<file path="config.mk">
export PLATFORM = sky130hd
export DESIGN_NAME = aer_evt_monitor
export DESIGN_NICKNAME = d
export VERILOG_FILES = /design/src/rtl/aer_mon_pkg.sv /design/src/rtl/aer_mon_sync.sv /design/src/rtl/aer_mon_detect.sv /design/src/rtl/aer_mon_seq.sv /design/src/rtl/aer_evt_monitor.sv
export SDC_FILE = /design/constraint.sdc
export NUM_CORES = 1
export LEC_CHECK = 0
export BUFFER_PORTS_ARGS = -buffer_cell sky130_fd_sc_hd__buf_2
export CAP_MARGIN = 5
export CORE_UTILIZATION = 56
export CTS_CLUSTER_SIZE = 28
export DETAILED_ROUTE_END_ITERATION = 8
export GPL_TIMING_DRIVEN = 0
export MAX_ROUTING_LAYER = met4
export PLACE_DENSITY = 0.79
export SLEW_MARGIN = 5
export SYNTH_ARGS = -nofsm -noshare
export SYNTH_HDL_FRONTEND = slang
export SYNTH_SLANG_ARGS = --single-unit
</file>
<file path="constraint.sdc">
create_clock -name clk_i -period 1.99 [get_ports clk_i]
set_input_delay 0.199 -clock clk_i [delete_from_list [all_inputs] [get_ports clk_i]]
set_output_delay 0.199 -clock clk_i [all_outputs]
set_load 0.05 [all_outputs]
</file>
<file path="src/rtl/aer_mon_pkg.sv">
package aer_mon_pkg;
  typedef enum logic [1:0] {
    TAG_ADDR = 2'b00,
    TAG_THI  = 2'b01,
    TAG_TLO  = 2'b10,
    TAG_CTRL = 2'b11
  } tag_e;

  typedef enum logic [1:0] {
    SEQ_IDLE,
    SEQ_ADDR,
    SEQ_THI,
    SEQ_TLO
  } seq_st_e;
endpackage

</file>
<file path="src/rtl/aer_mon_sync.sv">
module aer_mon_sync #(
  parameter int W      = 2,
  parameter int STAGES = 2
) (
  input  logic         clk_i,
  input  logic         rst_ni,
  input  logic [W-1:0] d_i,
  output logic [W-1:0] q_o
);
  logic [W-1:0] st_q [STAGES];

  always_ff @(posedge clk_i or negedge rst_ni) begin
    if (!rst_ni) begin
      for (int k = 0; k < STAGES; k++) st_q[k] <= '0;
    end else begin
      st_q[0] <= d_i;
      for (int k = 1; k < STAGES; k++) st_q[k] <= st_q[k-1];
    end
  end

  assign q_o = st_q[STAGES-1];
endmodule

</file>
<file path="src/rtl/aer_mon_detect.sv">
module aer_mon_detect #(
  parameter int ADDR_W = 16,
  parameter int TIME_W = 32,
  parameter int NUM_CH = 4
) (
  input  logic              clk_i,
  input  logic              rst_ni,
  input  logic              req_s_i,
  input  logic              ack_s_i,
  input  logic [ADDR_W-1:0] addr_i,
  input  logic [TIME_W-1:0] time_i,
  input  logic [1:0]        sender_cfg_i,
  input  logic [NUM_CH-1:0] ch_ignore_i,
  input  logic              time_en_i,
  input  logic              run_ni,
  output logic              evt_o,
  output logic [ADDR_W-1:0] evt_addr_o,
  output logic [TIME_W-1:0] evt_time_o,
  output logic              evt_ten_o
);
  localparam int CH_W = $clog2(NUM_CH);

  logic              ack_d_q;
  logic [ADDR_W-1:0] cap_addr_q;
  logic              ack_rise, ack_fall, keep;
  logic [CH_W-1:0]   ch;

  assign ack_rise = ack_s_i & ~ack_d_q;
  // completed handshake: request already withdrawn when acknowledge drops
  assign ack_fall = ~ack_s_i & ack_d_q & ~req_s_i;

  always_comb begin
    unique case (sender_cfg_i)
      2'b00:   ch = '0;
      2'b01:   ch = CH_W'(cap_addr_q[ADDR_W-1]);
      default: ch = cap_addr_q[ADDR_W-1 -: CH_W];
    endcase
  end

  assign keep = ~run_ni & ~ch_ignore_i[ch];

  always_ff @(posedge clk_i or negedge rst_ni) begin
    if (!rst_ni) begin
      ack_d_q    <= 1'b0;
      cap_addr_q <= '0;
      evt_o      <= 1'b0;
      evt_addr_o <= '0;
      evt_time_o <= '0;
      evt_ten_o  <= 1'b0;
    end else begin
      ack_d_q <= ack_s_i;
      if (ack_rise) cap_addr_q <= addr_i;
      evt_o <= ack_fall & keep;
      if (ack_fall) begin
        evt_addr_o <= cap_addr_q;
        evt_time_o <= time_i;
        evt_ten_o  <= time_en_i;
      end
    end
  end
endmodule

</file>
<file path="src/rtl/aer_mon_seq.sv">
module aer_mon_seq
  import aer_mon_pkg::*;
#(
  parameter int ADDR_W = 16,
  parameter int TIME_W = 32
) (
  input  logic              clk_i,
  input  logic              rst_ni,
  input  logic              evt_i,
  input  logic [ADDR_W-1:0] evt_addr_i,
  input  logic [TIME_W-1:0] evt_time_i,
  input  logic              evt_ten_i,
  input  logic              fifo_full_i,
  output logic              wr_o,
  output logic [ADDR_W+1:0] data_o,
  output logic              ovf_o
);
  localparam int HALF = TIME_W / 2;

  seq_st_e           st_q;
  logic [ADDR_W-1:0] addr_q;
  logic [TIME_W-1:0] time_q;
  logic              ten_q;

  always_ff @(posedge clk_i or negedge rst_ni) begin
    if (!rst_ni) begin
      st_q   <= SEQ_IDLE;
      addr_q <= '0;
      time_q <= '0;
      ten_q  <= 1'b0;
      ovf_o  <= 1'b0;
    end else begin
      unique case (st_q)
        SEQ_IDLE: if (evt_i) begin
          if (fifo_full_i) ovf_o <= 1'b1;   // drop whole group
          else begin
            addr_q <= evt_addr_i;
            time_q <= evt_time_i;
            ten_q  <= evt_ten_i;
            st_q   <= SEQ_ADDR;
          end
        end
        SEQ_ADDR: st_q <= ten_q ? SEQ_THI : SEQ_IDLE;
        SEQ_THI:  st_q <= SEQ_TLO;
        default:  st_q <= SEQ_IDLE;
      endcase
      if (st_q != SEQ_IDLE && evt_i) ovf_o <= 1'b1;  // busy drop
    end
  end

  always_comb begin
    wr_o = (st_q != SEQ_IDLE);
    unique case (st_q)
      SEQ_THI: data_o = {TAG_THI, ADDR_W'(time_q[TIME_W-1 -: HALF])};
      SEQ_TLO: data_o = {TAG_TLO, ADDR_W'(time_q[HALF-1:0])};
      default: data_o = {TAG_ADDR, addr_q};
    endcase
  end
endmodule

</file>
<file path="src/rtl/aer_evt_monitor.sv">
module aer_evt_monitor #(
  parameter int ADDR_W      = 16,
  parameter int TIME_W      = 32,
  parameter int NUM_CH      = 4,
  parameter int SYNC_STAGES = 2
) (
  input  logic              clk_i,
  input  logic              rst_ni,
  input  logic              req_i,
  input  logic              ack_i,
  input  logic [ADDR_W-1:0] addr_i,
  input  logic [TIME_W-1:0] time_i,
  input  logic [1:0]        sender_cfg_i,
  input  logic [NUM_CH-1:0] ch_ignore_i,
  input  logic              time_en_i,
  input  logic              run_ni,
  input  logic              fifo_full_i,
  output logic              fifo_wr_o,
  output logic [ADDR_W+1:0] fifo_data_o,
  output logic              overflow_o
);
  logic [1:0]        hs_s;
  logic              evt;
  logic [ADDR_W-1:0] evt_addr;
  logic [TIME_W-1:0] evt_time;
  logic              evt_ten;

  aer_mon_sync #(.W(2), .STAGES(SYNC_STAGES)) u_sync (
    .clk_i, .rst_ni, .d_i({req_i, ack_i}), .q_o(hs_s)
  );

  aer_mon_detect #(.ADDR_W(ADDR_W), .TIME_W(TIME_W), .NUM_CH(NUM_CH)) u_det (
    .clk_i, .rst_ni,
    .req_s_i(hs_s[1]), .ack_s_i(hs_s[0]),
    .addr_i, .time_i, .sender_cfg_i, .ch_ignore_i, .time_en_i, .run_ni,
    .evt_o(evt), .evt_addr_o(evt_addr), .evt_time_o(evt_time), .evt_ten_o(evt_ten)
  );

  aer_mon_seq #(.ADDR_W(ADDR_W), .TIME_W(TIME_W)) u_seq (
    .clk_i, .rst_ni,
    .evt_i(evt), .evt_addr_i(evt_addr), .evt_time_i(evt_time), .evt_ten_i(evt_ten),
    .fifo_full_i, .wr_o(fifo_wr_o), .data_o(fifo_data_o), .ovf_o(overflow_o)
  );
endmodule

</file>
==> results of run 1 <==
## synth_stat cells (all sizes together)
library cell	instances	area share (%)
dfrtp	123	62
mux2	115	27
a21oi	18	1.8
mux2i	17	3.4
nor2	17	1.3
buf	15	1.9
clkbuf	3	0.23
inv	3	0.23
nand2	3	0.23
nand2b	2	0.25
nor2b	2	0.25
nor3b	2	0.53
a211oi	1	0.15
and2	1	0.13
nand3	1	0.10
o211ai	1	0.15
o21ai	1	0.10
o21bai	1	0.15
or2	1	0.18
## final timing paths
| check | end | depth (start not counted) |
|---|---|---|
| max reg2reg | u_seq.time_q[24] | 6 |
| min reg2reg | u_sync.q_o[0] | 0 |
| min in group asynchronous | u_det.cap_addr_q[9] | 2 |
| max in group asynchronous | u_seq.time_q[3] | 3 |
| min | u_det.evt_o | 3 |
| max | fifo_data_o[14] | 4 |
## metal layers
| metal | wire length [um] | part of all wire (%) |
|---|---|---|
| met5 | 0 | 0 |
| met4 | 221 | 2.1 |
| met3 | 472 | 4.4 |
| met2 | 5330 | 50 |
| met1 | 4690 | 44 |
## logic make-up after synthesis
kind of cell	Yosys count
compound gates	22
buf+inv	21
flops	123
mux	132
simple gates	29
## power breakdown
part           total [mW]  switching (mW)  internal (mW)
clock                2.93            1.12           1.81
combinational        3.38            2.05           1.33
sequential           3.54           0.378           3.16
## stage by stage
step | total power [mW] | instances | utilization (%)
2_1_floorplan | 5.76 | 327 | -
4_1_cts | 9.72 | 598 | 79.7
3_3_place_gp | 6.47 | 512 | 65.5
6_report | 9.84 | 604 | 80.7
5_1_grt | 10.3 | 604 | 80.7
3_5_place_dp | 6.56 | 513 | 66.0
## sequential cells by signal, summed over array words and instances, names as in the netlist
register,flops
u_det.evt_ten_o,1
u_det.evt_addr_o,16
u_sync.q_o,2
u_det.ack_d_q,1
u_sync.st_q,2
u_seq.time_q,32
u_seq.st_q,2
u_det.cap_addr_q,16
u_det.evt_time_o,32
u_seq.addr_q,16
u_seq.ovf_o,1
u_det.evt_o,1
u_seq.ten_q,1
## final cells by class
cell class	count	area [sq um]	area share (%)
sequential	123	3080	45.5
multi-input combinational	183	1790	26.5
timing repair buffer	141	1050	15.6
clock buffer	18	428	6.33
clock inverter	13	144	2.13
tap	105	131	1.94
buffer	18	126	1.87
inverter	3	11.3	0.166
## worst max-delay path: cells and delay by family (launching register included)
kind                   cells  cell delay, ns
AOI/OAI and AO/OA          1            0.23
muxes                      1            0.15
DFF                        1            0.39
buffers and inverters      2            0.46
## what timing repair did
action                                  CTS  global route
endpoints found under the setup margin   18            16
resized for setup                        18            17
hold buffers                             54             0
hold endpoints to repair                 92             0
pin swaps                                 1             1
setup buffers                             0             6
==> impl_metrics.toml, run 1 <==
[yosys]
synth_top_family_by_area = "multiplexers"
yosysWarnings = 0
synthXorXnorAreaFrac_pct = 0
yosysSeqAreaShare_pct = 62.0
synthSimpleGateAreaFrac_pct = 2.95
synth_fa_ha_area_share_pct = 0
yosysUniqueCellTypes = 25
avgSynthCellArea_sq_um = 15.2
syn_nets = 388
synth_mux_area_share_pct = 30.3
ys_seq_elements = 123
syn_area_sq_um = 4960
syn_inst = 327
synth_compound_area_share_pct = 2.37

[sta]
fmax_mhz = 511
rsz0062_at_grt = "true"
timing.slew.headroom_pct = 57.0
post-route-period-util_pct = 98.4
timing.setup.tns_ns = 0
fin_skew_ns = 0.00589
worstMarginPinSlew_ns = 0.644
hold_violations = 0
whs_ns = 0.0185
fin_crit_ns = 1.96
setup_ws_ns = 0.0320
slew_viol_final = 0
setup_violations = 0

[detailed_routing]
firstDrtPassIters = 4
drc = 0
ant_nets = 0
wl_per_cell_um = 17.7
vias_per_cell = 5.36
finalWirelength_um = 10700
route.vias.total = 3236
drt_iter0_drc = 82

[die]
initial_core_util_pct = 59.2
core-area_sq_um = 8380
die_h_um = 96.1
die_w_um = 96.1
die_area_sq_um = 9240
pin_count = 81
row_count = 33

[worst_setup_path]
cp-start-kind = "flop"
arrival_ns = 1.76
max_stage_delay_ns = 0.39
path_cells = "buf_4 -> mux2i_1 -> a21oi_1 -> buf_4"
slowest_stage = "dfrtp_1"
crit_path_start = "u_seq.st_q[0]"
worstSetupEndpointType = "output pin"
reg2reg_from = "u_seq.st_q[1]"
critPathMaxFanout = 10
worstPathRequired_ns = 1.79
crit_top_cell = "buf_4"
crit_type = "reg -> out"
rrSetupSlack_ns = 0.11

[placement]
post_dp_cell_area_sq_um = 5530
gp_congestion = 0.783
dpl.hpwl_um = 6590
post-place-ws_ns = 0.0924
io_buffers = 80

[clock_network]
cts.sinks = 123
cts_buffers = 17
cts_buffer_depth = 2
cts_root_buffer = "clkbuf_8"
cts_tree = "yes"
clk_pin_slew_worst_paths_ns = 0.06
clk_latency_ns = 0.51
htreeDepth = 4

[cells_and_area]
syn2layout_area_growth_pct = 36.3
nets = 548
diodes = 0
fillers = 462
layout_common_cells = "123 x dfrtp_1, 105 x mux2_2, 74 x buf_2, 54 x dlygate4sd3_1, 22 x buf_4"
fin_area_sq_um = 6760
drive_gt1_share_pct = 51.9
final_common_cell = "dfrtp_1"

[grt]
gr-total-overflow = 0
grt_max_degree = 86
met2_usage_pct = 42.9
grt.busiest_layer = "met2"
met3_usage_pct = 7.19
grt_pass1_vias = 3373
grt_pass1_wl_um = 16900
grt_usage_pct = 26.6
antenna_found_initial = 0
gr-usage-met1_pct = 32.1

[hold_path]
worstHoldStart = "ch_ignore_i[1]"
hold_path_class = "in -> reg"

[pwr]
ir_drop_mv = 1.23
pwr_density_cell_nw_per_um2 = 1450
leakagePower_nw = 3.12

[outcome]
status = "completed"

[flow_run]
drv_cap = 0
(Power assumes the default switching activity.)
==> run 2, diff against run 1 <==
--- a/config.mk
+++ b/config.mk
@@ -7,12 +7,11 @@
 export LEC_CHECK = 0
 export BUFFER_PORTS_ARGS = -buffer_cell sky130_fd_sc_hd__buf_2
 export CAP_MARGIN = 5
-export CORE_UTILIZATION = 56
+export CORE_UTILIZATION = 38
 export CTS_CLUSTER_SIZE = 28
 export DETAILED_ROUTE_END_ITERATION = 8
-export GPL_TIMING_DRIVEN = 0
+export GPL_TIMING_DRIVEN = 1
 export MAX_ROUTING_LAYER = met4
-export PLACE_DENSITY = 0.79
 export SLEW_MARGIN = 5
 export SYNTH_ARGS = -nofsm -noshare
 export SYNTH_HDL_FRONTEND = slang
==> run 2 against run 1 <==
Net effect:
- flip-flop and latch count stayed put
- core utilization is 31 points lower
- final cell count is 0.17% higher
==> impl_metrics.toml, run 2 (synthesis results as in run 1) <==
[outcome]
status = "completed"

[sta]
worstMarginPinSlew_ns = 0.368
slew_viol_final = 0
timing.slew.headroom_pct = 75.5
timing.setup.tns_ns = 0
fin_crit_ns = 1.91
fmax_mhz = 523
post-route-period-util_pct = 96.2
fin_skew_ns = 0.00785
setup_ws_ns = 0.0765
hold_violations = 0
whs_ns = 0.0213
rsz0062_at_grt = "false"
setup_violations = 0

[worst_setup_path]
crit_type = "reg -> out"
slowest_stage = "dfrtp_1"
r2r_cells = 4
rrSetupSlack_ns = 0.26
reg2reg_from = "u_seq.st_q[1]"
path_cells = "buf_8 -> mux2i_1 -> a21oi_1 -> buf_2"
worstPathRequired_ns = 1.79
max_stage_delay_ns = 0.40
worstSetupEndpointType = "output pin"
r2r-end = "u_seq.time_q[17]"
critPathMaxFanout = 20
arrival_ns = 1.71
cp-start-kind = "flop"
crit_path_start = "u_seq.st_q[0]"

[placement]
io_buffers = 80
post-place-ws_ns = 0.287
dpl.hpwl_um = 6400
place_inst = 569
gp_congestion = 0.741

[die]
die_w_um = 116
die_area_sq_um = 13500
die_h_um = 116
core-area_sq_um = 12700
row_count = 41
initial_core_util_pct = 39.2
pin_count = 81

[hold_path]
worstHoldStart = "addr_i[10]"
hold_depth = 2
whs_endpoint = "u_det.cap_addr_q[10]"
hold_path_class = "in -> reg"

[grt]
grt_usage_pct = 16.3
grt_pass1_wl_um = 15600
grt_max_degree = 53
gr-total-overflow = 0
grt_pass1_vias = 3009
antenna_found_initial = 0

[clock_network]
clk_latency_ns = 0.41
post_cts_buffers = 0
cts_buffer_depth = 2
cts_buffers = 17
cts_root_buffer = "clkbuf_16"
clk_pin_slew_worst_paths_ns = 0.06
cts_tree = "yes"
htreeDepth = 4
cts.sinks = 123

[detailed_routing]
route.vias.total = 2852
wl_per_cell_um = 15.7
finalWirelength_um = 9500
vias_per_cell = 4.71
drt_iter0_drc = 186
firstDrtPassIters = 4
ant_nets = 0
drc = 0

[flow_run]
drv_cap = 0

[pwr]
p_int_mw = 6.32
clockPowerShare_pct = 32.4
leakagePower_nw = 2.86
power_frac_seq_pct = 36.4
power_switching_mw = 3.36
pwr_density_cell_nw_per_um2 = 1550
switching_share_pct = 34.7
combPwrFrac_pct = 31.2
ir_drop_mv = 1.31

[cells_and_area]
final_cells = 605
layout_common_cells = "123 x dfrtp_1, 105 x mux2_2, 78 x buf_2, 18 x a21oi_1"
syn2layout_area_growth_pct = 26.0
fillers = 1113
nets = 480
final_common_cell = "dfrtp_1"
top_regs = "u_det.evt_time_o x32, u_seq.time_q x32"
drive_gt1_share_pct = 54.9
## run 2: worst max-delay path by stage
stage	end	slack, ns
floorplan	fifo_data_o[0]	0.08
global placement	u_seq.time_q[13]	0.33
detailed placement	u_seq.time_q[17]	0.29
CTS	fifo_data_o[14]	0.05
global route	fifo_data_o[5]	0.02
finish	fifo_data_o[14]	0.08
## run 2: area by class of cell
type / instances / area [sq um] / area share [%]
repair buffers: 91 / 557 / 8.91
multi-input cells: 183 / 1770 / 28.4
inverters: 3 / 11.3 / 0.180
flip-flops and latches: 123 / 3080 / 49.2
well taps: 172 / 215 / 3.44
clock inverters: 10 / 140 / 2.24
diodes: 1 / 2.50 / 0.0400
clock buffers: 22 / 474 / 7.58
## run 2: repair_timing
action	4_1_cts	5_1_grt
endpoints found under the setup margin	3	2
hold endpoints to repair	26	0
hold buffers	3	0
gates resized for setup	1	3
## run 2: per-stage QoR
step	cell area (sq um)	total power, mW	util (%)
2_1_floorplan	4960	5.76	-
3_3_place_gp	5590	6.51	44.1
3_5_place_dp	5590	6.57	44.1
4_1_cts	6240	9.77	49.2
5_1_grt	6250	10.2	49.3
6_report	6250	9.68	49.3
## run 2: worst max-delay path, delay by kind of cell, from the launching register on
kind | cells | cell delay, ns
AO/OA/AOI/OAI | 1 | 0.26
flip-flops | 1 | 0.40
multiplexers | 1 | 0.13
buffers and inverters | 2 | 0.51
## run 2: routing by layer
metal  up-vias  track usage (%)  part of all wire [%]
li1       1345                -                     -
met1      1429             21.1                    47
met2        70             24.3                    47
met3         8             5.19                   5.3
met4         0             5.13                  0.92
met5         -                -                     0
## run 2: power groups by stage
stage / clock, mW / combinational (mW) / sequential (mW)
after floorplan: 0 / 2.31 / 3.45
after global placement: 0 / 2.96 / 3.55
after detailed placement: 0 / 3.00 / 3.57
after CTS: 3.20 / 3.03 / 3.54
after global routing: 3.34 / 3.21 / 3.63
final: 3.13 / 3.02 / 3.53
